[config.mk]
export PLATFORM = sky130hd
export DESIGN_NAME = adc_spi_frame_engine
export DESIGN_NICKNAME = d
export VERILOG_FILES = /design/src/rtl/adc_spi_pkg.sv /design/src/rtl/spi_pin_sync.sv /design/src/rtl/spi_word_fmt.sv /design/src/rtl/spi_rx_deser.sv /design/src/rtl/spi_tx_ser.sv /design/src/rtl/adc_spi_frame_engine.sv
export SDC_FILE = /design/constraint.sdc
export NUM_CORES = 1
export LEC_CHECK = 0
export BUFFER_PORTS_ARGS = -buffer_cell sky130_fd_sc_hd__buf_2
export CORE_AREA = 2 2 86 67
export CTS_BUF_LIST = sky130_fd_sc_hd__clkbuf_16
export DETAILED_ROUTE_END_ITERATION = 12
export DIE_AREA = 0 0 88 69
export GPL_ROUTABILITY_DRIVEN = 0
export PLACE_DENSITY_LB_ADDON = 0.25
export SLEW_MARGIN = 20
export SYNTH_ARGS = -nofsm -noshare
export SYNTH_HDL_FRONTEND = slang
export SYNTH_HIERARCHICAL = 1
export SYNTH_SLANG_ARGS = --single-unit
export TNS_END_PERCENT = 1
[constraint.sdc]
create_clock -name clk -period 6.27 [get_ports clk]
set_input_delay 1.254 -clock clk [delete_from_list [all_inputs] [get_ports clk]]
set_output_delay 1.254 -clock clk [all_outputs]
set_load 0.05 [all_outputs]
[src/rtl/adc_spi_pkg.sv]
package adc_spi_pkg;
  typedef enum logic {
    LAYOUT_PAD = 1'b0,
    LAYOUT_TAG = 1'b1
  } layout_e;

  localparam int unsigned SPI_WORD_W = 16;
  localparam int unsigned SPI_RES_W  = 12;
  localparam int unsigned SPI_CHAN_W = 4;
endpackage

[src/rtl/spi_pin_sync.sv]
module spi_pin_sync #(
  parameter int unsigned STAGES = 2,
  parameter logic        INIT   = 1'b0
) (
  input  logic clk,
  input  logic rst_n,
  input  logic pin,
  output logic lvl,
  output logic rise,
  output logic fall
);
  logic [STAGES-1:0] chain;
  logic              last;

  always_ff @(posedge clk or negedge rst_n) begin
    if (!rst_n) begin
      chain <= {STAGES{INIT}};
      last  <= INIT;
    end else begin
      chain <= {chain[STAGES-2:0], pin};
      last  <= chain[STAGES-1];
    end
  end

  assign lvl  = chain[STAGES-1];
  assign rise = lvl & ~last;
  assign fall = ~lvl & last;
endmodule

[src/rtl/spi_word_fmt.sv]
module spi_word_fmt
  import adc_spi_pkg::*;
#(
  parameter int unsigned WORD_W   = SPI_WORD_W,
  parameter int unsigned RES_W    = SPI_RES_W,
  parameter int unsigned CHAN_W   = SPI_CHAN_W,
  parameter int unsigned LOW_DROP = 2
) (
  input  logic [RES_W-1:0]  result,
  input  logic [CHAN_W-1:0] chan,
  input  layout_e           layout,
  input  logic              low_res,
  output logic [WORD_W-1:0] word
);
  localparam int unsigned PAD_W = WORD_W - 1 - RES_W;

  logic [RES_W-1:0] res_eff;

  always_comb begin
    res_eff = result;
    if (low_res) res_eff[LOW_DROP-1:0] = '0;
  end

  always_comb begin
    if (layout == LAYOUT_TAG) word = {chan, res_eff};
    else                      word = {1'b0, res_eff, {PAD_W{1'b0}}};
  end
endmodule

[src/rtl/spi_rx_deser.sv]
module spi_rx_deser #(
  parameter int unsigned WORD_W = 16
) (
  input  logic              clk,
  input  logic              rst_n,
  input  logic              active,
  input  logic              bit_stb,
  input  logic              din_bit,
  output logic [WORD_W-1:0] word,
  output logic              valid,
  output logic              started,
  output logic [$clog2(WORD_W+1)-1:0] bit_cnt
);
  localparam int unsigned CNT_W = $clog2(WORD_W + 1);
  localparam logic [CNT_W-1:0] FULL = CNT_W'(WORD_W);
  localparam logic [CNT_W-1:0] LAST = CNT_W'(WORD_W - 1);

  logic [WORD_W-1:0] shreg;
  logic [WORD_W-1:0] next_sh;

  assign next_sh = {shreg[WORD_W-2:0], din_bit};

  always_ff @(posedge clk or negedge rst_n) begin
    if (!rst_n) begin
      shreg   <= '0;
      word    <= '0;
      valid   <= 1'b0;
      bit_cnt <= '0;
    end else begin
      valid <= 1'b0;
      if (!active) begin
        bit_cnt <= '0;
      end else if (bit_stb) begin
        shreg <= next_sh;
        if (bit_cnt != FULL) bit_cnt <= bit_cnt + 1'b1;
        if (bit_cnt == LAST) begin
          word  <= next_sh;
          valid <= 1'b1;
        end
      end
    end
  end

  assign started = (bit_cnt != '0);
endmodule

[src/rtl/spi_tx_ser.sv]
module spi_tx_ser #(
  parameter int unsigned WORD_W = 16
) (
  input  logic              clk,
  input  logic              rst_n,
  input  logic              load,
  input  logic [WORD_W-1:0] load_word,
  input  logic              shift,
  output logic              out_bit
);
  logic [WORD_W-1:0] shreg;

  always_ff @(posedge clk or negedge rst_n) begin
    if (!rst_n)     shreg <= '0;
    else if (load)  shreg <= load_word;
    else if (shift) shreg <= {shreg[WORD_W-2:0], 1'b0};
  end

  assign out_bit = shreg[WORD_W-1];
endmodule

[src/rtl/adc_spi_frame_engine.sv]
module adc_spi_frame_engine
  import adc_spi_pkg::*;
#(
  parameter int unsigned WORD_W      = SPI_WORD_W,
  parameter int unsigned RES_W       = SPI_RES_W,
  parameter int unsigned CHAN_W      = SPI_CHAN_W,
  parameter int unsigned LOW_DROP    = 2,
  parameter int unsigned SYNC_STAGES = 2
) (
  input  logic              clk,
  input  logic              rst_n,
  input  logic              spi_sclk,
  input  logic              spi_cs_n,
  input  logic              spi_din,
  output logic              spi_dout,
  output logic              spi_dout_oe,
  input  logic [RES_W-1:0]  conv_result,
  input  logic [CHAN_W-1:0] conv_chan,
  input  logic              tag_mode,
  input  logic              low_res,
  output logic              sample_stb,
  output logic [WORD_W-1:0] ctl_word,
  output logic              ctl_valid
);
  localparam int unsigned CNT_W = $clog2(WORD_W + 1);

  logic cs_lvl, cs_rise, cs_fall;
  logic sclk_lvl, sclk_rise, sclk_fall;
  logic din_lvl, din_rise, din_fall;
  logic active;
  logic started;
  logic tx_bit;
  logic [CNT_W-1:0]  bit_cnt;
  logic [WORD_W-1:0] fmt_word;
  layout_e           layout;

  spi_pin_sync #(.STAGES(SYNC_STAGES), .INIT(1'b1)) u_cs_sync (
    .clk(clk), .rst_n(rst_n), .pin(spi_cs_n),
    .lvl(cs_lvl), .rise(cs_rise), .fall(cs_fall)
  );

  spi_pin_sync #(.STAGES(SYNC_STAGES), .INIT(1'b0)) u_sclk_sync (
    .clk(clk), .rst_n(rst_n), .pin(spi_sclk),
    .lvl(sclk_lvl), .rise(sclk_rise), .fall(sclk_fall)
  );

  spi_pin_sync #(.STAGES(SYNC_STAGES), .INIT(1'b0)) u_din_sync (
    .clk(clk), .rst_n(rst_n), .pin(spi_din),
    .lvl(din_lvl), .rise(din_rise), .fall(din_fall)
  );

  // Frame window and sampling strobe.
  always_ff @(posedge clk or negedge rst_n) begin
    if (!rst_n) begin
      active     <= 1'b0;
      sample_stb <= 1'b0;
    end else begin
      sample_stb <= cs_fall;
      if (cs_fall)      active <= 1'b1;
      else if (cs_rise) active <= 1'b0;
    end
  end

  assign layout = tag_mode ? LAYOUT_TAG : LAYOUT_PAD;

  spi_word_fmt #(
    .WORD_W(WORD_W), .RES_W(RES_W), .CHAN_W(CHAN_W), .LOW_DROP(LOW_DROP)
  ) u_fmt (
    .result(conv_result), .chan(conv_chan), .layout(layout),
    .low_res(low_res), .word(fmt_word)
  );

  spi_rx_deser #(.WORD_W(WORD_W)) u_rx (
    .clk(clk), .rst_n(rst_n), .active(active), .bit_stb(sclk_rise),
    .din_bit(din_lvl), .word(ctl_word), .valid(ctl_valid),
    .started(started), .bit_cnt(bit_cnt)
  );

  // The output advances only on a falling edge that follows a rising edge.
  // With the clock idling high, the leading falling edge therefore leaves the
  // first bit in place.
  spi_tx_ser #(.WORD_W(WORD_W)) u_tx (
    .clk(clk), .rst_n(rst_n), .load(cs_fall), .load_word(fmt_word),
    .shift(active & sclk_fall & started), .out_bit(tx_bit)
  );

  assign spi_dout    = active & tx_bit;
  assign spi_dout_oe = active;
endmodule

==> run summary <==
The clock drives 63 sinks. The worst setup path is launched from a flop. The highest clock rate is 378 MHz.

The setup total negative slack is 0 ns, and the placed cell area is 2970 µm². The overall routed net length was 4700 µm; the worst stage delay on the critical path was 0.60 ns. Summing all flip-flop and latch instances after layout gives 1580 µm². The global-route usage over all layers came out at 18.0%.

The total chip power is 1.09 mW. The most frequent standard cell in the layout excluding fill and tap cells is dfrtp_1. The area of the multi-input gates came out at 1060 µm². In this run, CTS created clock tree buffers numbering 9. Setup repair after global routing left no endpoint under its margin.

At the later pin of the worst-skew pair, clock insertion delay measures 0.33 ns. By startpoint and endpoint, the worst setup path is classified as reg2out. The largest voltage drop on the vdd net came out at 0.000245 V. The number of antenna violations at the first check in global routing is 0. The path class of the lowest-slack min-delay path is reg2reg. The logs give 5.02 ns for the required time of the critical path and 0 for the number of hold buffers added after cts. The post-CTS setup repair buffer count was 0; the via total after detailed routing was 1,642. Root buffer cell: clkbuf_16. The tools report the number of max-capacitance violations reported as 0.

After the last flow step, the layout net total stands at 277. The flow ran to the end, and the final reports show no timing, DRC or antenna violations. The final count of pins violating max slew was 0; the clock period minus final worst setup slack was 2.64 ns. The count of cells in the finished layout, fillers not included, comes to 331. After clock tree synthesis, the clock-pin slew on the worst setup and hold paths is 0.05 ns. Setup violations remaining at the end of the flow were counted as 0. The H-tree generated during clock tree synthesis spans 3 levels. The number of vias per cell after detailed routing works out to 4.96. For this design the static power due to leakage is 1.60 nW. The family with the most delay on the worst path is flip-flops. In the final layout, the share of cells above drive strength 1 is 42.2%. The signal on the critical path passes through and2_2, buf_2. Summed over all nets, the half-perimeter wirelength after detailed placement is 2960 µm. Maximum fanout count along the critical path: 13. The width of the die was 88 µm; the synthesized area per cell was 13.3 µm².

In this run the remaining antenna-violating nets after routing total 0. The post-CTS resize count came out at 0. The via count of the first global-routing pass was 1,714. The routed wirelength normalized by instance count was 14.2 µm; the number of buffers added on ports was 42. The area growth from synthesis to layout works out to 18.2%. The total of warnings raised by yosys was 6; the post-synthesis instance area was 2760 µm². Between clock sinks in the finished design, the worst skew comes to 0.00457 ns. The starting density of the core came out at 53.0%.

The number of diodes added for antenna fixing is 0, and the number of search-and-repair iterations in the first detailed-routing pass is 4. The power density of the placed cells was 333 nW/µm². The final-report hold violation count is 0, and the remaining global-route overflow is 0. With fillers left out, the area of the finished cells amounts to 3260 µm². The share of the clock period used by the worst path is 42.2%, and the core occupancy in the finished layout is 62.6%. Y dimension of the die: 69 µm. The number of DRC violations after detailed routing is 0, and the count of buffering cells on the critical path with inverters included is 1.

TritonCTS built the clock tree. The number of cell rows came out at 23. The pin count of the biggest net entering global routing came out at 64. The detailed router finished its first iteration with 78 violations. The tools report the fill cell instance count of the final layout as 406. The arrival time at the worst endpoint came out at 1.39 ns. Counting every net in the synthesized netlist gives 233. The die covers 6070 µm².

The tools report the number of placed I/O pins as 43. The tools report the critical path capture point type as an output port. The count of mapped cells out of synthesis was 207.

Counting tap cells, the placed design contains a total of 315 instances. The first global-routing pass estimated 8230 µm of wire. The critical-path cell with the highest stage delay was dfrtp_1. In the layout the commonest cells are dfrtp_1, buf_2, mux2_2. The region available for standard cell placement spans 5210 µm². The worst-case clock buffer depth is 2, and the transition time of the tightest slew-check pin is 0.778 ns. The relative slew slack came out at 48.1%.
-- sequential cells by signal, indices dropped and copies added (netlist names) --
name / count
sample_stb: 1
spi_dout_oe: 1
u_cs_sync/chain: 2
u_cs_sync/last: 1
u_din_sync/chain: 2
u_rx/bit_cnt: 5
u_rx/shreg: 15
u_rx/valid: 1
u_rx/word: 16
u_sclk_sync/chain: 2
u_sclk_sync/last: 1
u_tx/shreg: 16
-- area by class of cell --
type	count	share of cell area [%]
Clock buffer	9	6.90
Multi-Input combinational cell	129	32.6
Sequential cell	63	48.4
Clock inverter	7	1.96
Tap cell	75	2.88
Inverter	5	0.575
Timing Repair Buffer	43	6.67
-- final timing paths --
check | startpoint | to | slack [ns] | depth (start not counted)
min in group asynchronous | rst_n | u_tx/shreg[9] | 1.08 | 2
max in group asynchronous | rst_n | u_rx/word[9] | 4.67 | 2
worst min-delay path | u_sclk_sync/chain[0] | u_sclk_sync/chain[1] | 0.35 | 0
worst max register to register | u_rx/bit_cnt[0] | u_tx/shreg[1] | 4.14 | 6
worst min register to register | u_sclk_sync/chain[0] | u_sclk_sync/chain[1] | 0.35 | 0
worst max-delay path | spi_dout_oe | spi_dout | 3.63 | 2
-- report_power, final --
| part | leakage, nW | total, mW | switching [mW] | internal (mW) |
|---|---|---|---|---|
| Clock | 0.140 | 0.478 | 0.174 | 0.303 |
| Combinational | 0.644 | 0.112 | 0.0537 | 0.0580 |
| Sequential | 0.818 | 0.497 | 0.0376 | 0.459 |
| Total | 1.60 | 1.09 | 0.265 | 0.821 |
-- metal layers --
metal / vias up / wire length, µm / global-route usage [%]
met5: - / 0 / 0
met4: 0 / 43 / 5.64
met3: 6 / 226 / 8.38
met2: 35 / 2190 / 26.9
met1: 797 / 2250 / 23.3
li1: 804 / - / -
-- stage by stage --
stage	setup slack, ns	hold slack (ns)
floorplan	3.99	0.331
global placement	4.00	0.335
detailed placement	3.97	0.346
CTS	3.62	0.357
global route	3.55	0.361
finish	3.63	0.354
No activity file was read; power rests on OpenSTA's default activity.
